--- src/rtl/eth_daf_pkg.sv ---
package eth_daf_pkg;

    localparam int MAC_W = 48;

    typedef enum logic [2:0] {
        ST_IDLE,
        ST_ADDR,
        ST_SEARCH,
        ST_PASS,
        ST_DROP,
        ST_TAG
    } daf_state_e;

    typedef struct packed {
        logic [MAC_W-1:0] mac;
        logic [7:0]       tag;
    } daf_entry_t;

endpackage

--- src/rtl/eth_daf_fifo.sv ---
module eth_daf_fifo #(
    parameter int DEPTH  = 32,
    parameter int DATA_W = 9
) (
    input  logic              clk,
    input  logic              rst_n,
    input  logic              push,
    input  logic [DATA_W-1:0] push_data,
    input  logic              pop,
    output logic [DATA_W-1:0] head,
    output logic              empty,
    output logic              full
);
    // DEPTH must be a power of two so the pointers wrap naturally.
    localparam int PTR_W = $clog2(DEPTH);
    localparam logic [PTR_W:0] FULL_LVL = (PTR_W+1)'(DEPTH);

    logic [DATA_W-1:0] mem [DEPTH];
    logic [PTR_W-1:0]  wp, rp;
    logic [PTR_W:0]    level;

    always_ff @(posedge clk or negedge rst_n) begin
        if (!rst_n) begin
            wp    <= '0;
            rp    <= '0;
            level <= '0;
        end else begin
            if (push) wp <= wp + 1'b1;
            if (pop)  rp <= rp + 1'b1;
            level <= level + {{PTR_W{1'b0}}, push} - {{PTR_W{1'b0}}, pop};
        end
    end

    always_ff @(posedge clk) begin
        if (push) mem[wp] <= push_data;
    end

    assign head  = mem[rp];
    assign empty = (level == '0);
    assign full  = (level == FULL_LVL);

    // the delay buffer never loses or invents a frame byte
    a_r5_no_overflow: assert property (@(posedge clk) disable iff (!rst_n)
        push |-> (!full || pop));
    a_r5_no_underflow: assert property (@(posedge clk) disable iff (!rst_n)
        pop |-> !empty);

endmodule

--- src/rtl/eth_daf_table.sv ---
module eth_daf_table
    import eth_daf_pkg::*;
#(
    parameter int ENTRIES = 24,
    parameter int IDX_W   = 5
) (
    input  logic             clk,
    input  logic             rst_n,
    input  logic             wr_en,
    input  logic [IDX_W-1:0] wr_idx,
    input  logic [MAC_W-1:0] wr_mac,
    input  logic [7:0]       wr_tag,
    input  logic             lock,
    input  logic [IDX_W-1:0] rd_idx,
    output logic [MAC_W-1:0] rd_mac,
    output logic [7:0]       rd_tag
);
    localparam logic [IDX_W-1:0] TOP_IDX = IDX_W'(ENTRIES - 1);

    daf_entry_t ent [ENTRIES];
    daf_entry_t rd_ent;
    logic       wr_ok;

    // a write is taken only while no lookup is running
    assign wr_ok = wr_en && !lock && (wr_idx <= TOP_IDX);

    always_ff @(posedge clk or negedge rst_n) begin
        if (!rst_n) begin
            for (int k = 0; k < ENTRIES; k++) ent[k] <= '0;
        end else if (wr_ok) begin
            ent[wr_idx] <= '{mac: wr_mac, tag: wr_tag};
        end
    end

    assign rd_ent = (rd_idx <= TOP_IDX) ? ent[rd_idx] : '0;
    assign rd_mac = rd_ent.mac;
    assign rd_tag = rd_ent.tag;

    // the entry under inspection holds still through a lookup
    a_r11_table_frozen: assert property (@(posedge clk) disable iff (!rst_n)
        (lock && $past(lock) && rd_idx == $past(rd_idx)) |-> ($stable(rd_mac) && $stable(rd_tag)));

endmodule

--- src/rtl/eth_daf_fsm.sv ---
module eth_daf_fsm
    import eth_daf_pkg::*;
#(
    parameter int ENTRIES = 24,
    parameter int IDX_W   = 5
) (
    input  logic             clk,
    input  logic             rst_n,
    input  logic             in_valid,
    input  logic [7:0]       in_data,
    input  logic             in_sof,
    input  logic             in_eof,
    input  logic [7:0]       ext_tag,
    input  logic             ctl_we,
    input  logic [IDX_W-1:0] ctl_count,
    input  logic             ctl_filter_en,
    input  logic             ctl_reject,
    output logic             fifo_push,
    output logic             fifo_pop,
    input  logic             fifo_empty,
    input  logic [7:0]       fifo_byte,
    input  logic             fifo_last,
    output logic [IDX_W-1:0] tbl_rd_idx,
    input  logic [MAC_W-1:0] tbl_rd_mac,
    input  logic [7:0]       tbl_rd_tag,
    output logic             lookup_busy,
    output logic             out_valid,
    output logic [7:0]       out_data,
    output logic             out_sof,
    output logic             out_eof
);
    localparam logic [IDX_W-1:0] MAX_CNT = IDX_W'(ENTRIES);
    localparam logic [IDX_W-1:0] ONE     = IDX_W'(1);

    daf_state_e       state, state_d;
    logic             in_frame;
    logic [MAC_W-1:0] addr_q, addr_next;
    logic [2:0]       nbytes;
    logic [IDX_W-1:0] idx;
    logic [IDX_W-1:0] cnt_q;
    logic             filt_q, rej_q;
    logic [7:0]       tag_q;
    logic             first_q;
    logic             decide, dec_accept;
    logic [7:0]       dec_tag;
    logic             take;

    assign addr_next = {addr_q[MAC_W-9:0], in_data};
    assign take      = in_valid && (in_frame || in_sof);

    // Next state and decision
    always_comb begin
        state_d    = state;
        decide     = 1'b0;
        dec_accept = 1'b0;
        dec_tag    = ext_tag;
        unique case (state)
            ST_IDLE: begin
                if (take && in_sof) begin
                    if (in_eof) begin
                        decide     = 1'b1;
                        dec_accept = !filt_q || rej_q;
                    end else begin
                        state_d = ST_ADDR;
                    end
                end
            end
            ST_ADDR: begin
                if (take) begin
                    if (nbytes == 3'd5) begin
                        state_d = ST_SEARCH;
                    end else if (in_eof) begin
                        decide     = 1'b1;
                        dec_accept = !filt_q || rej_q;
                    end
                end
            end
            ST_SEARCH: begin
                if (cnt_q != '0 && tbl_rd_mac == addr_q) begin
                    decide     = 1'b1;
                    dec_accept = !filt_q || !rej_q;
                    dec_tag    = tbl_rd_tag;
                end else if (cnt_q == '0 || idx == cnt_q - ONE) begin
                    decide     = 1'b1;
                    dec_accept = !filt_q || rej_q;
                end
            end
            ST_PASS: begin
                if (!fifo_empty && fifo_last) state_d = ST_TAG;
            end
            ST_DROP: begin
                if (!fifo_empty && fifo_last) state_d = ST_IDLE;
            end
            ST_TAG: begin
                state_d = ST_IDLE;
            end
            default: state_d = ST_IDLE;
        endcase
        if (decide) state_d = dec_accept ? ST_PASS : ST_DROP;
    end

    // State register and datapath registers
    always_ff @(posedge clk or negedge rst_n) begin
        if (!rst_n) begin
            state    <= ST_IDLE;
            in_frame <= 1'b0;
            addr_q   <= '0;
            nbytes   <= '0;
            idx      <= '0;
            cnt_q    <= '0;
            filt_q   <= 1'b1;
            rej_q    <= 1'b0;
            tag_q    <= '0;
            first_q  <= 1'b0;
        end else begin
            state <= state_d;
            if (take) in_frame <= !in_eof;
            if (state == ST_IDLE && take && in_sof) begin
                addr_q <= addr_next;
                nbytes <= 3'd1;
            end else if (state == ST_ADDR && take) begin
                addr_q <= addr_next;
                nbytes <= nbytes + 3'd1;
            end
            idx <= (state == ST_SEARCH && !decide) ? idx + ONE : '0;
            if (decide) begin
                tag_q   <= dec_tag;
                first_q <= 1'b1;
            end else if (state == ST_PASS && !fifo_empty) begin
                first_q <= 1'b0;
            end
            if (ctl_we && !lookup_busy) begin
                cnt_q  <= (ctl_count > MAX_CNT) ? MAX_CNT : ctl_count;
                filt_q <= ctl_filter_en;
                rej_q  <= ctl_reject;
            end
        end
    end

    // Outputs
    always_comb begin
        fifo_push   = take;
        fifo_pop    = 1'b0;
        lookup_busy = 1'b0;
        tbl_rd_idx  = idx;
        out_valid   = 1'b0;
        out_data    = fifo_byte;
        out_sof     = 1'b0;
        out_eof     = 1'b0;
        unique case (state)
            ST_IDLE: ;
            ST_ADDR:   lookup_busy = 1'b1;
            ST_SEARCH: lookup_busy = 1'b1;
            ST_PASS: begin
                fifo_pop  = !fifo_empty;
                out_valid = !fifo_empty;
                out_sof   = !fifo_empty && first_q;
            end
            ST_DROP: fifo_pop = !fifo_empty;
            ST_TAG: begin
                out_valid = 1'b1;
                out_data  = tag_q;
                out_eof   = 1'b1;
            end
            default: ;
        endcase
    end

    // the tag byte closes the frame and is followed by a quiet cycle
    a_r5_tag_closes: assert property (@(posedge clk) disable iff (!rst_n)
        (out_valid && out_eof) |=> !out_valid);
    // only one start marker per forwarded frame
    a_r5_single_sof: assert property (@(posedge clk) disable iff (!rst_n)
        (out_valid && out_sof) |=> !out_sof);
    // the search never looks past the active count
    a_r9_search_bound: assert property (@(posedge clk) disable iff (!rst_n)
        (state == ST_SEARCH && cnt_q != '0) |-> (idx < cnt_q));
    // settings hold still during a lookup
    a_r11_ctl_frozen: assert property (@(posedge clk) disable iff (!rst_n)
        (lookup_busy && $past(lookup_busy)) |-> ($stable(cnt_q) && $stable(filt_q) && $stable(rej_q)));
    // a discarded frame sends nothing out
    a_r3_drop_silent: assert property (@(posedge clk) disable iff (!rst_n)
        ($past(state) == ST_DROP && state != ST_PASS) |-> !out_valid);

endmodule

--- src/rtl/eth_da_filter.sv ---
module eth_da_filter
    import eth_daf_pkg::*;
#(
    parameter int  NUM_ENTRIES = 24,
    parameter int  FIFO_DEPTH  = 32,
    localparam int IDX_W       = $clog2(NUM_ENTRIES + 1)
) (
    input  logic             clk,
    input  logic             rst_n,
    input  logic             in_valid,
    input  logic [7:0]       in_data,
    input  logic             in_sof,
    input  logic             in_eof,
    input  logic [7:0]       ext_tag,
    input  logic             tbl_we,
    input  logic [IDX_W-1:0] tbl_idx,
    input  logic [47:0]      tbl_mac,
    input  logic [7:0]       tbl_tag,
    input  logic             ctl_we,
    input  logic [IDX_W-1:0] ctl_count,
    input  logic             ctl_filter_en,
    input  logic             ctl_reject,
    output logic             out_valid,
    output logic [7:0]       out_data,
    output logic             out_sof,
    output logic             out_eof
);
    logic             f_push, f_pop, f_empty, f_full;
    logic [8:0]       f_head;
    logic [IDX_W-1:0] rd_idx;
    logic [MAC_W-1:0] rd_mac;
    logic [7:0]       rd_tag;
    logic             busy;

    eth_daf_fifo #(.DEPTH(FIFO_DEPTH), .DATA_W(9)) u_fifo (
        .clk       (clk),
        .rst_n     (rst_n),
        .push      (f_push),
        .push_data ({in_eof, in_data}),
        .pop       (f_pop),
        .head      (f_head),
        .empty     (f_empty),
        .full      (f_full)
    );

    eth_daf_table #(.ENTRIES(NUM_ENTRIES), .IDX_W(IDX_W)) u_table (
        .clk    (clk),
        .rst_n  (rst_n),
        .wr_en  (tbl_we),
        .wr_idx (tbl_idx),
        .wr_mac (tbl_mac),
        .wr_tag (tbl_tag),
        .lock   (busy),
        .rd_idx (rd_idx),
        .rd_mac (rd_mac),
        .rd_tag (rd_tag)
    );

    eth_daf_fsm #(.ENTRIES(NUM_ENTRIES), .IDX_W(IDX_W)) u_fsm (
        .clk           (clk),
        .rst_n         (rst_n),
        .in_valid      (in_valid),
        .in_data       (in_data),
        .in_sof        (in_sof),
        .in_eof        (in_eof),
        .ext_tag       (ext_tag),
        .ctl_we        (ctl_we),
        .ctl_count     (ctl_count),
        .ctl_filter_en (ctl_filter_en),
        .ctl_reject    (ctl_reject),
        .fifo_push     (f_push),
        .fifo_pop      (f_pop),
        .fifo_empty    (f_empty),
        .fifo_byte     (f_head[7:0]),
        .fifo_last     (f_head[8]),
        .tbl_rd_idx    (rd_idx),
        .tbl_rd_mac    (rd_mac),
        .tbl_rd_tag    (rd_tag),
        .lookup_busy   (busy),
        .out_valid     (out_valid),
        .out_data      (out_data),
        .out_sof       (out_sof),
        .out_eof       (out_eof)
    );

    // nothing leaves the block while reset holds it
    a_r1_quiet_reset: assert property (@(posedge clk)
        !rst_n |-> !out_valid);
    // the buffer full flag is never reached under legal traffic
    a_r5_buffer_room: assert property (@(posedge clk) disable iff (!rst_n)
        f_push |-> !f_full);

endmodule

--- config.mk ---
export PLATFORM = sky130hd
export DESIGN_NAME = eth_da_filter
export DESIGN_NICKNAME = d
export VERILOG_FILES = /design/src/rtl/eth_daf_pkg.sv /design/src/rtl/eth_daf_fifo.sv /design/src/rtl/eth_daf_table.sv /design/src/rtl/eth_daf_fsm.sv /design/src/rtl/eth_da_filter.sv
export SDC_FILE = /design/constraint.sdc
export NUM_CORES = 2
export LEC_CHECK = 0
export ABC_CLOCK_PERIOD_IN_PS = 7300
export BUFFER_PORTS_ARGS = -buffer_cell sky130_fd_sc_hd__buf_4
export CAP_MARGIN = 0
export CORE_MARGIN = 1.5
export CORE_UTILIZATION = 60
export CTS_BUF_LIST = sky130_fd_sc_hd__clkbuf_8 sky130_fd_sc_hd__clkbuf_16
export DETAILED_ROUTE_END_ITERATION = 6
export HOLD_SLACK_MARGIN = 0.1
export PLACE_DENSITY_LB_ADDON = 0.2
export SYNTH_ARGS = -nofsm -noshare
export SYNTH_HDL_FRONTEND = slang
export SYNTH_SLANG_ARGS = --single-unit
--- constraint.sdc ---
create_clock -name clk -period 7.3 [get_ports clk]
set_input_delay 0.365 -clock clk [delete_from_list [all_inputs] [get_ports clk]]
set_output_delay 0.365 -clock clk [all_outputs]
set_load 0.1 [all_outputs]
== Yosys cells after proc, flatten, opt, wreduce, memory -nomap -nowiden ==
Memory sizes are Yosys's and may differ from the RTL's.
Index checks and enable logic that the tools add are counted.

* Add/subtract/negate cells: 7
* $lt $le $gt $ge: 6
* Equal/unequal tests: 15
* Muxes and demuxes: 48
* Bitwise operators: 2
* Reductions and logical operators: 33

{| class="wikitable"
|+ Operators with widths
! cell !! number
|-
| $bwmux 1344 || 1
|-
| $bmux 56 s5 || 1
|-
| $demux 56 s5 || 1
|-
| $mux 56 || 4
|-
| $mux 48 || 2
|-
| $eq 48x48->1 || 1
|-
| $mux 3 || 10
|-
| $mux 8 || 3
|-
| $mux 1 || 20
|-
| $add 5x1->5 const B || 3
|-
| $pmux 3 s5 || 1
|-
| $logic_and 1x1->1 || 14
|-
| $ge 6x6->1 const B || 2
|-
| $ne 3x1->1 const B || 4
|-
| $not 5->6 || 2
|-
| $le 5x5->1 const B || 2
|-
| $mux 5 || 2
|-
| $eq 3x3->1 const B || 3
|-
| $reduce_and 7->1 || 1
|-
| $add 6x1->6 || 1
|-
| $eq 3x2->1 const B || 2
|-
| $logic_not 1->1 || 6
|-
| $logic_not 6->1 || 1
|-
| $lt 6x1->1 const B || 1
|-
| other kinds (16) || 23
|}

* Register bits after elaboration: 1436
* Bits in writable memories: 288
* Input bits: 91
* Output and inout bits: 11
* Word-level logic and storage cells: 173
* Memories kept: 1

{| class="wikitable"
|+ Memory list
! name !! words !! bits a word !! read ports !! clocked after memory_dff !! wr ports !! line !! text
|-
| u_fifo.mem || 32 || 9 || 1 || 0 || 1 || eth_daf_fifo.sv:18 || <nowiki>logic [DATA_W-1:0] mem [DEPTH];</nowiki>
|}

== Longest topological paths before layout ==
* Word-level depth: 12
* Mapped depth: 19
* Gate-level depth less buffers: 14

== Hierarchy ==
A second synthesis with hierarchy kept.

* Cell total of the unflattened synthesis: 5144
* Area, all modules: 77735.8 µm²

{| class="wikitable"
|+ By module, submodules not included
! module !! instances !! cells each !! area an instance (µm²) !! seq. area each (µm²)
|-
| eth_daf_table || 1 || 4241 || 61650.4 || 33632.3
|-
| eth_daf_fifo || 1 || 562 || 11974.0 || 9048.7
|-
| eth_daf_fsm || 1 || 341 || 4111.4 || 1903.1
|}

== Worst setup path after synthesis ==
No wires, ideal clock.

* Kind: register to output
* Start point: reg u_fifo.rp[0]
* End point: out out_data[0]
* Arrival time: 3.970 ns
* Required time: 6.935 ns
* Path slack: 2.965 ns
* Stages on the path, launching flop included: 8
* Buffers on the path: 3
* Path through: dfrtp_1 -> buf_1 -> clkbuf_1 -> buf_1 -> mux4_2 -> mux4_2 -> mux2i_1 -> a21oi_1

* Cells in the longest elaborated chain, start to end: 2

{| class="wikitable"
|+ Ends and longest elaborated chain
! what !! line !! text
|-
| start: declaration || eth_daf_fifo.sv:19 || <nowiki>logic [PTR_W-1:0] wp, rp;</nowiki>
|-
| start signal: assignment || eth_daf_fifo.sv:29 || <nowiki>if (pop) rp <= rp + 1'b1;</nowiki>
|-
| $mem_v2 32x9 || -- ||
|-
| $mux 8 || eth_daf_fsm.sv:150 || <nowiki>unique case (state)</nowiki>
|-
| end: declaration || eth_da_filter.sv:24 || <nowiki>output logic [7:0] out_data,</nowiki>
|}

Every way passes these cells.

== Worst setup path in the final report ==
* Start point: reg u_fsm.idx[0], in the netlist u_fsm.tbl_rd_idx[0]
* End point: reg u_fsm.state[1]

* Cells in the longest elaborated chain, start to end: 11
* Elaborated cells between the ends (all ways): 26
* Those cells by class: 1 x order compare; 9 x eq/ne; 12 x mux; 1 x bitwise; 3 x reduce/logical

{| class="wikitable"
|+ Ends and longest elaborated chain
! what !! line !! text
|-
| start: declaration || eth_daf_fsm.sv:39 || <nowiki>logic [IDX_W-1:0] idx;</nowiki>
|-
| start signal: assignment || eth_daf_fsm.sv:125 || <nowiki>idx <= (state == ST_SEARCH && !decide) ? idx + ONE : '0;</nowiki>
|-
| $not 5->6 (not written as such) || eth_daf_table.sv:35 || <nowiki>assign rd_ent = (rd_idx <= TOP_IDX) ? ent[rd_idx] : '0;</nowiki>
|-
| $bmux 56 s5 || eth_daf_table.sv:35 ||
|-
| $mux 56 (not written as such) (2 in a row) || eth_daf_table.sv:35 ||
|-
| $mux 56 || eth_daf_table.sv:35 ||
|-
| $eq 48x48->1 || eth_daf_fsm.sv:79 || <nowiki>if (cnt_q != '0 && tbl_rd_mac == addr_q) begin</nowiki>
|-
| $logic_and 1x1->1 || eth_daf_fsm.sv:79 ||
|-
| $mux 1 || eth_daf_fsm.sv:79 ||
|-
| $pmux 1 s3 || eth_daf_fsm.sv:57 || <nowiki>unique case (state)</nowiki>
|-
| $ne 3x1->1 (no source line), or another cell as far along || -- ||
|-
| $reduce_and 7->1 (no source line) / $mux 3 (equally long branches) || -- ||
|-
| end signal: assignment || eth_daf_fsm.sv:116 || <nowiki>state <= state_d;</nowiki>
|-
| end: declaration || eth_daf_fsm.sv:35 || <nowiki>daf_state_e state, state_d;</nowiki>
|}

Parallel ways exist; a longest one is shown, timed or not. The select of a mux whose other input is x is not followed.
A chain may end at the register's enable or synchronous reset.

==> summary.md <==
| Metric | Value |
|---|---|
| Status | complete, no violations |
| Setup Fix Bufs, Post-CTS | 0 |
| Data required, critical path | 7980 ps |
| Worst Skew | 32.5 ps |
| Simple-gate portion of the synthesized area | 2.44% |
| Critical path class | register to register |
| Gr usage total | 31.6% |
| Sequential-to-total area share from yosys stat | 57.7% |
| Number of synthesized register bits | 1,724 |
| Fmax | 0.176 GHz |
| Wire length on met3 | 14,200 µm |
| Synth Area in Adders | 0.301% |
| Relative slew slack | 10.5% |
| Full die area | 0.131 mm² |
| Fin worst setup slack | 1600 ps |
| DIE HEIGHT | 362 µm |
| CTS Buf Count | 177 |
| WL met1 | 88,300 µm |
| Worst slew pin tran | 1340 ps |
| Iteration-0 DRC Markers | 4,306 |
| Post-Place Setup Slack | 1670 ps |
| Starting Density | 60.5% |
| Metal2 WL | 95,300 µm |
| Max-slew violation count | 0 |
| Internal | 22.6 mW |
| Syn avg cell area | 15.2 µm² |
| Overall power | 32.5 mW |
| Fill cell total of the finished layout | 8,708 |
| Overflow after GRT | 0 |
| Residual DRC | 0 |
| Number of flops mapped to enable cells by yosys | 288 |
| Final Hold Viols | 0 |
| Post-synthesis xor/xnor area fraction | 0.510% |
| Chip width | 362 µm |
| CTS tree | built |
| Min Tclk post-route | 5700 ps |
| Hold Crit Depth | 3 |
| Clk root buf | clkbuf_16 |
| Final HPWL DP | 119,000 µm |
| Main synth FF type | dfrtp_1 |
| Global-route wire length before repair | 308,000 µm |
| Area Overhead vs Synth | 11.3% |
| DRT antenna net count | 0 |
| Synth Area in Compound Gates | 3.33% |
| Worst skew pair latency | 820 ps |
| Startpoint type of the worst setup path | register |
| Lkg Pwr | 36.4 nW |
| Final setup fails | 0 |
| WP data arrival | 6380 ps |
| Number of global-route vias before repair | 46,100 |
| Sequential power share | 44.6% |
| Hold Path Class | input port to register |
| Reg2Reg Depth | 11 |
| Async SR Flop Fraction | 83.3% |
| Reg-to-reg endpoint | u_fsm.state[1]$_DFFE_PN0P_ |
| Library cells used by synthesis | 78 |
| # nets final | 5,213 |
| Highest metal used | met5 |
| CTS H-tree lvls | 4 |
| I/O pin cnt | 102 |
| Fin crit share | 78.0% |
| Combinational power share | 27.3% |
| Pin count of the biggest net entering global routing | 168 |
| Syn nets | 5,188 |
| Switch share | 30.4% |
| 1st-pass router iterations | 5 |
| RSZ-0062 raised after global routing | no |
| Clock Tree Buf Depth | 3 |
| Initial antenna violation count | 10 |
| Max Cap Violations | 0 |
| Mapped Area | 0.0772 mm² |
| Crit. End Element | register |
| GP Congestion | 0.877 |
| Maximum VDD drop | 0.000341 V |
| WL final | 204,000 µm |
| Clock transition at the registers of the reported paths | 60 ps |
| Warnings, synthesis | 0 |
| DR vias | 45,300 |
| Core area | 0.128 mm² |
| Cells after Synth | 5,079 |
| Num rows | 131 |
| CP max FO | 115 |
| Post-synthesis mux area share | 32.9% |
| Internal reg-to-reg setup slack | 1600 ps |
| Clock power frac | 28.0% |
| Routed vias/inst | 6.56 |
| Crit path launch | u_fsm.tbl_rd_idx[0]$_DFF_PN0_ |
| Wirelength per Cell | 29.5 µm |
| Fraction of layout cells with a size suffix above 1 | 41.5% |
| Setup crit end | u_fsm.state[1]$_DFFE_PN0P_ |
| Net Switching | 9.86 mW |
| Setup TNS | 0 ps |
| RR Startpoint | u_fsm.tbl_rd_idx[0]$_DFF_PN0_ |
| Post_cts resized | 0 |
| Port bufs | 101 |
| Sink Count | 1,724 |
| Largest family of logic cells by synthesized area | multiplexers |
| Pwr/cell area | 378 mW/mm² |
-- cells in the mapped netlist (all sizes together), types with 7 or more instances --
cell    instances  share of area (%)
dfrtp        1435                 46
mux2         1404                 20
mux2i         418                5.4
clkbuf        310                1.5
edfxtp        288                 11
mux4          239                7.0
a22oi         159                1.5
buf           131                1.2
nor2          108               0.53
nand3          95               0.62
a21oi          90               0.59
nand2          86               0.42
o21ai          28               0.18
inv            26               0.13
xnor2          23               0.26
xor2           22               0.25
nand4          21               0.18
nor2b          18               0.15
ha             17               0.28
a211oi         13               0.13
a221oi         13               0.16
and3           12              0.097
o22ai          11              0.089
a31oi          10              0.081
nor4           10              0.097
nand2b          9              0.073
o211ai          9              0.087
nor3            8              0.052
or2             7              0.057
-- final cells by class --
| cell class | count | area [µm²] | area share (%) |
|---|---|---|---|
| Timing Repair Buffer | 287 | 2600 | 3.02 |
| Multi-Input combinational cell | 2888 | 30700 | 35.7 |
| Antenna cell | 2 | 5.00 | 0.00582 |
| Sequential cell | 1724 | 44600 | 51.9 |
| Inverter | 26 | 97.6 | 0.114 |
| Clock buffer | 222 | 5070 | 5.90 |
| Clock inverter | 97 | 823 | 0.958 |
| Tap cell | 1662 | 2080 | 2.42 |
-- critical path, cell delays in order (launching register included) --
cell and delay, ps:
dfrtp_4 1050, buf_12 670, mux4_2 590, a22oi_1 260
nand3_1 150, xnor2_1 490, nand3b_1 170, nor4_2 410
nand4_2 370, nor2_2 760, nor2_2 120, o211a_1 250
-- metal layers --
layer  track usage [%]  vias to the layer above
met5                 0                        -
met4              9.47                       12
met3              5.51                      378
met2              48.6                     1691
met1              46.6                    24300
li1                  -                    18900
-- worst min-delay path by stage --
stage          startpoint                             to  slack (ps)
2_1_floorplan       rst_n      u_fifo.level[0]$_DFF_PN0_          70
3_3_place_gp        rst_n   u_table.ent[414]$_DFFE_PN0P_         460
3_5_place_dp        rst_n  u_table.ent[1043]$_DFFE_PN0P_         470
4_1_cts            ctl_we        u_fsm.rej_q$_DFFE_PN0P_         120
5_1_grt            ctl_we        u_fsm.rej_q$_DFFE_PN0P_         180
6_report           ctl_we        u_fsm.rej_q$_DFFE_PN0P_         180
-- per-stage QoR --
step	cell area, µm²	cells	hold WS [ps]	util (%)
2_1_floorplan	77200	5079	69.4	-
3_3_place_gp	79200	6498	461	62.0
3_5_place_dp	79200	6498	471	62.0
4_1_cts	86000	6906	120	67.3
5_1_grt	86000	6907	179	67.3
6_report	86000	6908	180	67.3
-- sequential cells by signal, indices dropped and copies added (netlist names) --
name / flops
u_fsm.rej_q: 1
u_fsm.cnt_q: 5
u_fsm.filt_q: 1
u_fifo.wp: 5
u_fifo.rp: 5
u_fsm.tag_q: 8
u_fsm.first_q: 1
u_fifo.mem: 288
u_fsm.tbl_rd_idx: 5
u_table.ent: 1344
u_fifo.level: 6
u_fsm.state: 3
u_fsm.addr_q: 48
u_fsm.in_frame: 1
u_fsm.nbytes: 3
-- power by group through the flow --
stage | logic [mW] | clock network, mW | registers (mW)
floorplan | 6.99 | 0 | 13.8
finish | 8.88 | 9.10 | 14.5
global placement | 8.60 | 0 | 14.4
detailed placement | 8.78 | 0 | 14.6
CTS | 8.88 | 9.21 | 14.4
global route | 9.48 | 9.60 | 14.8
-- what timing repair did --
action	in CTS	in global routing
hold endpoints to repair	1802	0
setup endpoints to repair	0	0
hold buffers	89	0
-- placed cells by master (no fill, tap or decap), types with 16 or more instances in the layout --
master         instances
dfrtp_1             1430
nand2_1               85
mux2i_1              418
mux4_2               239
edfxtp_1             288
clkinv_2              26
nor2_4                26
nor2_1                80
xor2_1                22
a22oi_1              159
a21oi_1               88
ha_1                  17
clkbuf_8              43
dlygate4sd3_1         89
mux2_2              1404
inv_1                 60
xnor2_1               23
buf_4                181
nand3_1               95
clkbuf_16            179
nand4_1               20
o21ai_0               25
buf_12                16
-- cells by family after synthesis --
group                      Yosys count
AOI/OAI and AO/OA                  372
xor gates and xnor gates            45
adders and majority gates           18
buffers and inverters              467
DFF                               1724
muxes                             2061
and+or+nand+nor                    392
No activity file was read; power rests on OpenSTA's default activity.
